## config.mk

```make
export PLATFORM = sky130hd
export DESIGN_NAME = trx_pin_switch
export DESIGN_NICKNAME = d
export VERILOG_FILES = /design/src/rtl/trx_pin_pkg.sv /design/src/rtl/trx_rst_sync.sv /design/src/rtl/trx_reg_file.sv /design/src/rtl/trx_tr_delay.sv /design/src/rtl/trx_bank_mux.sv /design/src/rtl/trx_pin_switch.sv
export SDC_FILE = /design/constraint.sdc
export NUM_CORES = 1
export LEC_CHECK = 0
export ABC_AREA = 1
export CORE_MARGIN = 1.5
export CORE_UTILIZATION = 30
export DETAILED_ROUTE_END_ITERATION = 6
export GPL_TIMING_DRIVEN = 1
export MAX_ROUTING_LAYER = met4
export SLEW_MARGIN = 10
export SYNTH_ARGS = -nofsm -noshare
export SYNTH_HDL_FRONTEND = slang
export SYNTH_HIERARCHICAL = 1
export SYNTH_SLANG_ARGS = --single-unit
```

## constraint.sdc

```tcl
create_clock -name clk -period 10.5 [get_ports clk]
set_input_delay 1.575 -clock clk [delete_from_list [all_inputs] [get_ports clk]]
set_output_delay 1.575 -clock clk [all_outputs]
set_load 0.01 [all_outputs]
```

## src/rtl/trx_pin_pkg.sv

```systemverilog
package trx_pin_pkg;
  localparam int unsigned ADDR_W  = 7;
  localparam int unsigned DATA_W  = 32;
  localparam int unsigned BANK_W  = 16;
  localparam int unsigned MASK_LSB = 16;

  localparam int unsigned ADR_RISE_DLY = 2;
  localparam int unsigned ADR_FALL_DLY = 3;
  localparam int unsigned ADR_OE_BASE  = 5;
  localparam int unsigned ADR_IO_BASE  = 9;
  localparam int unsigned ADR_SW_CTL   = 13;
  localparam int unsigned ADR_DBG_CTL  = 14;
  localparam int unsigned ADR_PAT_BASE = 20;
  localparam int unsigned PAT_STRIDE   = 3;
endpackage

```

## src/rtl/trx_rst_sync.sv

```systemverilog
module trx_rst_sync (
  input  logic clk,
  input  logic rst_n,
  output logic rst_sync_n
);
  logic [1:0] sync_q;
  logic [1:0] sync_d;

  always_comb begin
    sync_d = {sync_q[0], 1'b1};
  end

  always_ff @(posedge clk or negedge rst_n) begin
    if (!rst_n) sync_q <= '0;
    else        sync_q <= sync_d;
  end

  assign rst_sync_n = sync_q[1];
endmodule

```

## src/rtl/trx_reg_file.sv

```systemverilog
module trx_reg_file
  import trx_pin_pkg::*;
#(
  parameter int unsigned NUM_BANKS = 4,
  parameter int unsigned DLY_W     = 16
) (
  input  logic                        clk,
  input  logic                        rst_n,
  input  logic                        wr_en,
  input  logic [ADDR_W-1:0]           wr_addr,
  input  logic [DATA_W-1:0]           wr_data,
  output logic [NUM_BANKS*BANK_W-1:0] oe_vec,
  output logic [NUM_BANKS*BANK_W-1:0] io_vec,
  output logic [NUM_BANKS*BANK_W-1:0] msk_vec,
  output logic [NUM_BANKS*BANK_W-1:0] txv_vec,
  output logic [NUM_BANKS*BANK_W-1:0] rxv_vec,
  output logic [DLY_W-1:0]            rise_dly,
  output logic [DLY_W-1:0]            fall_dly,
  output logic                        sw_en,
  output logic [NUM_BANKS-1:0]        dbg_en
);
  logic [BANK_W-1:0] wmask;
  logic [BANK_W-1:0] wval;

  assign wmask = wr_data[MASK_LSB +: BANK_W];
  assign wval  = wr_data[BANK_W-1:0];

  for (genvar b = 0; b < NUM_BANKS; b++) begin : g_bank
    localparam logic [ADDR_W-1:0] A_OE  = ADDR_W'(ADR_OE_BASE + b);
    localparam logic [ADDR_W-1:0] A_IO  = ADDR_W'(ADR_IO_BASE + b);
    localparam logic [ADDR_W-1:0] A_MSK = ADDR_W'(ADR_PAT_BASE + PAT_STRIDE * b);
    localparam logic [ADDR_W-1:0] A_TXV = ADDR_W'(ADR_PAT_BASE + PAT_STRIDE * b + 1);
    localparam logic [ADDR_W-1:0] A_RXV = ADDR_W'(ADR_PAT_BASE + PAT_STRIDE * b + 2);

    logic              oe_ld, io_ld, msk_ld, txv_ld, rxv_ld;
    logic [BANK_W-1:0] oe_q, oe_d, io_q, io_d, msk_q, txv_q, rxv_q;

    always_comb begin
      oe_ld  = wr_en && (wr_addr == A_OE);
      io_ld  = wr_en && (wr_addr == A_IO);
      msk_ld = wr_en && (wr_addr == A_MSK);
      txv_ld = wr_en && (wr_addr == A_TXV);
      rxv_ld = wr_en && (wr_addr == A_RXV);
      oe_d   = (oe_q & ~wmask) | (wval & wmask);
      io_d   = (io_q & ~wmask) | (wval & wmask);
    end

    always_ff @(posedge clk or negedge rst_n) begin
      if (!rst_n) begin
        oe_q  <= '0;
        io_q  <= '0;
        msk_q <= '0;
        txv_q <= '0;
        rxv_q <= '0;
      end else begin
        if (oe_ld)  oe_q  <= oe_d;
        if (io_ld)  io_q  <= io_d;
        if (msk_ld) msk_q <= wval;
        if (txv_ld) txv_q <= wval;
        if (rxv_ld) rxv_q <= wval;
      end
    end

    assign oe_vec [b*BANK_W +: BANK_W] = oe_q;
    assign io_vec [b*BANK_W +: BANK_W] = io_q;
    assign msk_vec[b*BANK_W +: BANK_W] = msk_q;
    assign txv_vec[b*BANK_W +: BANK_W] = txv_q;
    assign rxv_vec[b*BANK_W +: BANK_W] = rxv_q;
  end

  logic rise_ld, fall_ld, swc_ld, dbg_ld;

  always_comb begin
    rise_ld = wr_en && (wr_addr == ADDR_W'(ADR_RISE_DLY));
    fall_ld = wr_en && (wr_addr == ADDR_W'(ADR_FALL_DLY));
    swc_ld  = wr_en && (wr_addr == ADDR_W'(ADR_SW_CTL));
    dbg_ld  = wr_en && (wr_addr == ADDR_W'(ADR_DBG_CTL));
  end

  always_ff @(posedge clk or negedge rst_n) begin
    if (!rst_n) begin
      rise_dly <= '0;
      fall_dly <= '0;
      sw_en    <= 1'b0;
      dbg_en   <= '0;
    end else begin
      if (rise_ld) rise_dly <= wr_data[DLY_W-1:0];
      if (fall_ld) fall_dly <= wr_data[DLY_W-1:0];
      if (swc_ld)  sw_en    <= wr_data[0];
      if (dbg_ld)  dbg_en   <= wr_data[NUM_BANKS-1:0];
    end
  end
endmodule

```

## src/rtl/trx_tr_delay.sv

```systemverilog
module trx_tr_delay #(
  parameter int unsigned DLY_W = 16
) (
  input  logic             clk,
  input  logic             rst_n,
  input  logic             raw_tx,
  input  logic [DLY_W-1:0] rise_dly,
  input  logic [DLY_W-1:0] fall_dly,
  output logic             tx_state
);
  logic             st_q, st_d;
  logic [DLY_W-1:0] cnt_q, cnt_d;
  logic [DLY_W-1:0] limit;
  logic             pending;

  always_comb begin
    pending = raw_tx ^ st_q;
    limit   = st_q ? fall_dly : rise_dly;
    st_d    = st_q;
    cnt_d   = '0;
    if (pending) begin
      if (cnt_q >= limit) st_d  = raw_tx;
      else                cnt_d = cnt_q + DLY_W'(1);
    end
  end

  always_ff @(posedge clk or negedge rst_n) begin
    if (!rst_n) begin
      st_q  <= 1'b0;
      cnt_q <= '0;
    end else begin
      st_q  <= st_d;
      cnt_q <= cnt_d;
    end
  end

  assign tx_state = st_q;
endmodule

```

## src/rtl/trx_bank_mux.sv

```systemverilog
module trx_bank_mux #(
  parameter int unsigned W = 16
) (
  input  logic [W-1:0] io_val,
  input  logic [W-1:0] sel_mask,
  input  logic [W-1:0] tx_pat,
  input  logic [W-1:0] rx_pat,
  input  logic [W-1:0] dbg_val,
  input  logic         sw_en,
  input  logic         dbg_sel,
  input  logic         tx_state,
  output logic [W-1:0] pin_val
);
  logic [W-1:0] pattern;
  logic [W-1:0] switched;

  always_comb begin
    pattern  = tx_state ? tx_pat : rx_pat;
    switched = (sel_mask & pattern) | (~sel_mask & io_val);
    if (dbg_sel)    pin_val = dbg_val;
    else if (sw_en) pin_val = switched;
    else            pin_val = io_val;
  end
endmodule

```

## src/rtl/trx_pin_switch.sv

```systemverilog
module trx_pin_switch
  import trx_pin_pkg::*;
#(
  parameter int unsigned NUM_BANKS = 4,
  parameter int unsigned DLY_W     = 16
) (
  input  logic                        clk,
  input  logic                        rst_n,
  input  logic                        wr_en,
  input  logic [6:0]                  wr_addr,
  input  logic [31:0]                 wr_data,
  input  logic                        fifo_has_data,
  input  logic [NUM_BANKS*16-1:0]     dbg_bus,
  output logic [NUM_BANKS*16-1:0]     pin_oe,
  output logic [NUM_BANKS*16-1:0]     pin_out,
  output logic                        tx_state
);
  localparam int unsigned PW = NUM_BANKS * BANK_W;

  logic          rst_sync_n;
  logic [PW-1:0] io_vec, msk_vec, txv_vec, rxv_vec;
  logic [DLY_W-1:0] rise_dly, fall_dly;
  logic          sw_en;
  logic [NUM_BANKS-1:0] dbg_en;

  trx_rst_sync u_rst (
    .clk        (clk),
    .rst_n      (rst_n),
    .rst_sync_n (rst_sync_n)
  );

  trx_reg_file #(.NUM_BANKS(NUM_BANKS), .DLY_W(DLY_W)) u_regs (
    .clk      (clk),
    .rst_n    (rst_sync_n),
    .wr_en    (wr_en),
    .wr_addr  (wr_addr),
    .wr_data  (wr_data),
    .oe_vec   (pin_oe),
    .io_vec   (io_vec),
    .msk_vec  (msk_vec),
    .txv_vec  (txv_vec),
    .rxv_vec  (rxv_vec),
    .rise_dly (rise_dly),
    .fall_dly (fall_dly),
    .sw_en    (sw_en),
    .dbg_en   (dbg_en)
  );

  trx_tr_delay #(.DLY_W(DLY_W)) u_delay (
    .clk      (clk),
    .rst_n    (rst_sync_n),
    .raw_tx   (fifo_has_data),
    .rise_dly (rise_dly),
    .fall_dly (fall_dly),
    .tx_state (tx_state)
  );

  for (genvar b = 0; b < NUM_BANKS; b++) begin : g_mux
    trx_bank_mux #(.W(BANK_W)) u_mux (
      .io_val   (io_vec [b*BANK_W +: BANK_W]),
      .sel_mask (msk_vec[b*BANK_W +: BANK_W]),
      .tx_pat   (txv_vec[b*BANK_W +: BANK_W]),
      .rx_pat   (rxv_vec[b*BANK_W +: BANK_W]),
      .dbg_val  (dbg_bus[b*BANK_W +: BANK_W]),
      .sw_en    (sw_en),
      .dbg_sel  (dbg_en[b]),
      .tx_state (tx_state),
      .pin_val  (pin_out[b*BANK_W +: BANK_W])
    );
  end
endmodule

```

==> out/metrics.csv, run 1 <==
metric,value,unit
initial DRC count,1587,
Net Sw Frac,0.307,
Comb pwr share,0.191,
clock transition at the registers of the reported paths,60,ps
Skew-Pair Late Insertion Delay,570,ps
Worst EP arrival,3470,ps
Max Slew Vio Count,0,
Post-Route Skew,14.8,ps
setup bufs post-CTS,0,
Yosys cell types,38,
Mapped Area,0.0190,mm²
synthesized instance count,2359,
"most common cell after layout, fill and taps aside",nand2_1,
RSZ-0062 raised after global routing,no,
remaining global-route overflow,0,
top-area cell type share of the netlist area,0.495,
global-route wire length before repair,95.8,mm
Top delay family on crit path,buffers and inverters,
DR top layer,met4,
max-cap viol count,0,
Initial Utilization,0.302,
die area,0.0649,mm²
width of the chip,255,µm
Pint,2.73,mW
Worst setup EP type,primary output,
FP Rows,92,
crit share post-route,0.481,
wire length on met2,28.9,mm
status,finished clean,
Post-synth EDFFs,0,
core area,0.0629,mm²
# setup viols final,0,
maximum clock path buffer count,3,
Nets,2608,
DRT Wirelength,64.9,mm
GRT Overall Usage,0.204,
CTS resizes,0,
"Max FO, Critical Path",46,
IO Pins,236,
Routability Congestion,0.855,
chip height,255,µm
vias in the first global route,14800,
antenna-violating nets left,0,
Achievable Freq,0.198,GHz
critical path class,register to primary output,
Num CTS Buffers,42,
TritonCTS clock tree,built,
metal3 WL,4.34,mm
DP HPWL,41.6,mm
most frequent cells in the layout,"nand2_1, dfrtp_1, clkdlybuf4s50_1",
Post-synth ARST share,1.00,
post-synthesis net count,2483,
sw power,1.21,mW
Yosys top cell by area,dfrtp_1,
Required @ worst endpoint,8930,ps
clock network power share,0.386,
Max stage delay on crit path,870,ps
sequential share of the synthesized area,0.495,
area delta synth->final,20.3,%
Fin. Hold Viols,0,
Vias/cell,4.80,
pwr dens,172,mW/mm²
overall power,3.94,mW
router iterations before antenna repair,5,
root buffer cell,clkbuf_16,
total number of vias,16200,
CP max-delay cell,dfrtp_4,
CP cell instances,"buf_4, inv_4, nand2_1, nand3b_1, a21oi_1, clkdlybuf4s50_1",
PortBufs,235,
CTS Sinks,376,
HP Class,register to async pin,
Final TNS setup,0,ps
Period minus WS final,5050,ps
Slew @ Worst Pin,1180,ps
dominant synthesized flop cell,dfrtp_1,
startpoint class of the critical path,register,
CTS H-tree lvls,2,
layout cells sized above 1,0.0700,
largest net degree at the start of global routing,156,
wire per inst,19.3,µm
quantity of hold-fixing buffers added after cts,0,
Seq pwr share,0.423,
initial antenna violation count,3,
DRC,0,
Seq cells post-synth,376,
peak supply drop,99.4,µV
Leak,10.4,nW
Syn. warnings,6,
fill cell total of the finished layout,6639,
Slew HR,0.215,
top post-synthesis cells by area,"dfrtp_1, nand2_1, o21ai_0",
Met1 Wirelength,29.5,mm
Post-Syn Area per Cell,8.06,µm²
Buf/Inv on CP,3,
cells by family (layout without fill, tap and decap cells):
kind of cell             after synthesis  in the layout  synth area share
buffers and inverters                358            514            0.0953
flip-flops                           376            376             0.495
XOR/XNOR                              12             12           0.00553
AND/OR/NAND/NOR                     1228           1228             0.291
other                                  1              4          0.000197
adder cells (fa/ha/maj)               17             17            0.0112
multiplexers                          16             16           0.00849
AO/OA/AOI/OAI                        351            351            0.0932
worst reg2reg max path: stages, from the launching register on:
cell and delay (ps):
dfrtp_4 870, buf_4 690, mux2i_1 380, ha_1 280, a21oi_1 140, o21ai_1 120, nor2_2 230, nand3_4 210
nor2_1 170
power by group through the flow:
stage	sequential [mW]	clock [mW]	combinational (mW)
after global routing	1.68	1.60	0.838
after floorplan	1.65	0	0.524
after detailed placement	1.69	0	0.756
final	1.67	1.52	0.753
after CTS	1.67	1.55	0.760
after global placement	1.69	0	0.749
cells in the mapped netlist, types with 5 or more instances:
cell	n
a21oi_1	130
buf_2	69
buf_4	19
buf_6	31
clkbuf_1	44
dfrtp_1	376
ha_1	17
inv_1	172
inv_2	9
mux2i_1	15
nand2_1	825
nand2_2	38
nand3_1	122
nand3b_1	60
nand3b_4	5
nand4_1	52
nor2_1	90
nor2_2	6
nor2_4	13
nor3_1	5
o21ai_0	137
o21ai_1	80
xor2_1	8
per-stage QoR:
step	std cells	setup WS [ps]	hold slack, ps	cell area, µm²	util
2_1_floorplan	2359	4360	331	19000	-
3_3_place_gp	3286	5930	258	21500	0.342
3_5_place_dp	3286	5960	259	21500	0.342
4_1_cts	3361	5450	263	22900	0.364
5_1_grt	3364	5340	268	22900	0.364
6_report	3364	5450	231	22900	0.364
layout make-up:
type	instances	area (µm²)	area share
Antenna cell	3	7.51	0.000328
Clock buffer	62	1210	0.0527
Clock inverter	13	188	0.00820
Inverter	186	708	0.0310
Multi-Input combinational cell	1625	7790	0.340
Sequential cell	376	9420	0.412
Tap cell	846	1060	0.0463
Timing Repair Buffer	253	2500	0.109
path summary, 6_finish.rpt:
check	cells past startpoint	slack, ps	end	from
min in group clk	0	350	u_rst/sync_q[1]	u_rst/sync_q[0]
worst max register to register	8	7320	u_delay/cnt_q[4]	u_delay/tx_state
worst min register to register	0	230	u_regs/g_bank[3].rxv_q[0]	u_rst/sync_q[1]
worst min-delay path	0	230	u_regs/g_bank[3].rxv_q[0]	u_rst/sync_q[1]
max in group asynchronous	2	8200	async pin	u_rst/sync_q[1]
worst max-delay path	6	5450	pin_out[38]	u_delay/tx_state
per-layer routing:
metal / GRT usage / vias to the layer above
met5: - / -
met4: 0.0724 / 0
met3: 0.0313 / 108
met2: 0.302 / 571
met1: 0.282 / 7705
li1: - / 7770
Power figures use the tool's default switching activity.
==> run 2, diff against run 1 <==
==> constraint.sdc (replaced) <==
create_clock -name clk -period 5 [get_ports clk]
set_input_delay 0.75 -clock clk [delete_from_list [all_inputs] [get_ports clk]]
set_output_delay 0.75 -clock clk [all_outputs]
set_load 0.01 [all_outputs]
==> run 2 against run 1 <==
Design area increased by 0.79%. Die area unchanged. Sequential share of layout area shrank 0.32 points. Utilization up 0.29 points. Total power grew 120%. Global-route usage hardly changed. Register-to-register slack got worse by 5100 ps. Sequential cell count did not move. Critical endpoint is now pin_out[32]. Highest routed layer unchanged.
==> out/metrics.csv, run 2 (synthesized netlist as in run 1, its figures left out) <==
metric,value,unit,change
GRT Overall Usage,0.204,,about the same
clock transition at the registers of the reported paths,60,ps,about the same
vias in the first global route,14800,,-0.31%
critical path depth,4,,-2
area delta synth->final,21.3,%,
Post-Route Skew,15.3,ps,+0.512 ps
startpoint class of the critical path,register,,
max-cap viol count,0,,unchanged
# setup viols final,0,,unchanged
Leak,10.5,nW,+0.81%
Worst Setup EP,pin_out[32],,
root buffer cell,clkbuf_16,,
Worst setup EP type,primary output,,
status,finished clean,,
Period minus WS final,3640,ps,
router iterations before antenna repair,6,,+1
RSZ-0062 raised after global routing,no,,
Max Slew Vio Count,0,,unchanged
Final TNS setup,0,ps,unchanged
peak supply drop,195,µV,+96%
core area,0.0629,mm²,unchanged
R2R depth,12,,+4
initial antenna violation count,8,,+5
CP cell instances,"nand2_1, nand3b_1, a21oi_1, clkdlybuf4s50_1",,
chip height,255,µm,unchanged
reg2reg setup slack,2260,ps,-5060 ps
DRC,0,,unchanged
Post-Place Cells,3287,,+0.030%
most frequent cells in the layout,"nand2_1, dfrtp_1, clkdlybuf4s50_1",,
critical path class,register to primary output,,
setup bufs post-CTS,0,,unchanged
maximum clock path buffer count,3,,unchanged
Worst EP arrival,2890,ps,-580 ps
initial DRC count,1376,,-13%
CTS H-tree lvls,2,,unchanged
worst r2r dst,u_delay/cnt_q[5],,
Skew-Pair Late Insertion Delay,570,ps,about the same
CTS resizes,0,,unchanged
Achievable Freq,0.275,GHz,
crit path from,u_regs/sw_en,,
die area,0.0649,mm²,unchanged
final non-filler cell total,3370,,+0.18%
Required @ worst endpoint,4250,ps,-4680 ps
IO Pins,236,,unchanged
TritonCTS clock tree,built,,
Slew HR,0.202,,-0.0123
remaining global-route overflow,0,,unchanged
fill cell total of the finished layout,6537,,-1.5%
"most common cell after layout, fill and taps aside",nand2_1,,
"Max FO, Critical Path",65,,+41%
global-route wire length before repair,95.6,mm,-0.22%
pwr dens,369,mW/mm²,+110%
DRT Wirelength,64.9,mm,unchanged
WHS Path Cells,0,,
Fin. Hold Viols,0,,unchanged
FP Rows,92,,unchanged
total number of vias,16200,,+0.19%
crit share post-route,0.727,,
DP HPWL,42.6,mm,+2.4%
Max stage delay on crit path,1070,ps,+200 ps
largest net degree at the start of global routing,95,,-39%
Buf/Inv on CP,1,,-2
CTS Sinks,376,,unchanged
HP Class,register to register,,
antenna-violating nets left,0,,unchanged
Initial Utilization,0.302,,unchanged
Routability Congestion,0.841,,-1.7%
CP max-delay cell,dfrtp_4,,
wire per inst,19.3,µm,-0.18%
quantity of hold-fixing buffers added after cts,0,,unchanged
origin of the critical flop-to-flop path,u_delay/tx_state,,
PortBufs,235,,unchanged
Nets,2610,,+0.077%
Vias/cell,4.80,,about the same
width of the chip,255,µm,unchanged
Slew @ Worst Pin,1190,ps,+18.4 ps
layout cells sized above 1,0.0731,,+0.00309
Top delay family on crit path,flip-flops,,
Num CTS Buffers,43,,+2.4%
[run 2: layout make-up]
| type | instances | area (µm²) | area share |
|---|---|---|---|
| well taps | 846 | 1060 | 0.0459 |
| flip-flops and latches | 376 | 9420 | 0.409 |
| multi-input cells | 1625 | 7790 | 0.338 |
| diodes | 6 | 15.0 | 0.000651 |
| clock inverters | 12 | 191 | 0.00830 |
| repair buffers | 254 | 2540 | 0.110 |
| inverters | 186 | 708 | 0.0307 |
| clock buffers | 65 | 1330 | 0.0577 |
[run 2: worst min path at each step]
stage | from | end
2_1_floorplan | u_rst/sync_q[0] | u_rst/sync_q[1]
3_3_place_gp | u_rst/sync_q[0] | u_rst/sync_q[1]
3_5_place_dp | u_rst/sync_q[0] | u_rst/sync_q[1]
4_1_cts | rst_n | u_rst/sync_q[1]
5_1_grt | rst_n | u_rst/sync_q[1]
6_report | u_rst/sync_q[0] | u_rst/sync_q[1]
[run 2: layer usage]
metal  global-route usage  vias up  part of all wire
met5                    -        -                 0
met3               0.0346       90             0.071
met1                0.281     7759              0.45
met2                0.302      555              0.45
li1                     -     7780                 -
met4               0.0663        0             0.029
[run 2: stage by stage]
stage	area, µm²	worst slack [ps]	util	hold slack (ps)	total power [mW]
2_1_floorplan	19000	1300	-	331	4.57
3_3_place_gp	21500	1810	0.342	335	5.17
3_5_place_dp	21500	1810	0.342	339	5.18
4_1_cts	23000	1260	0.367	325	8.60
5_1_grt	23100	1240	0.367	352	8.90
6_report	23100	1360	0.367	349	8.52
[run 2: power breakdown]
part	internal, mW	switching, mW
Clock	2.09	1.30
Combinational	0.605	1.00
Sequential	3.26	0.261
Total	5.95	2.57
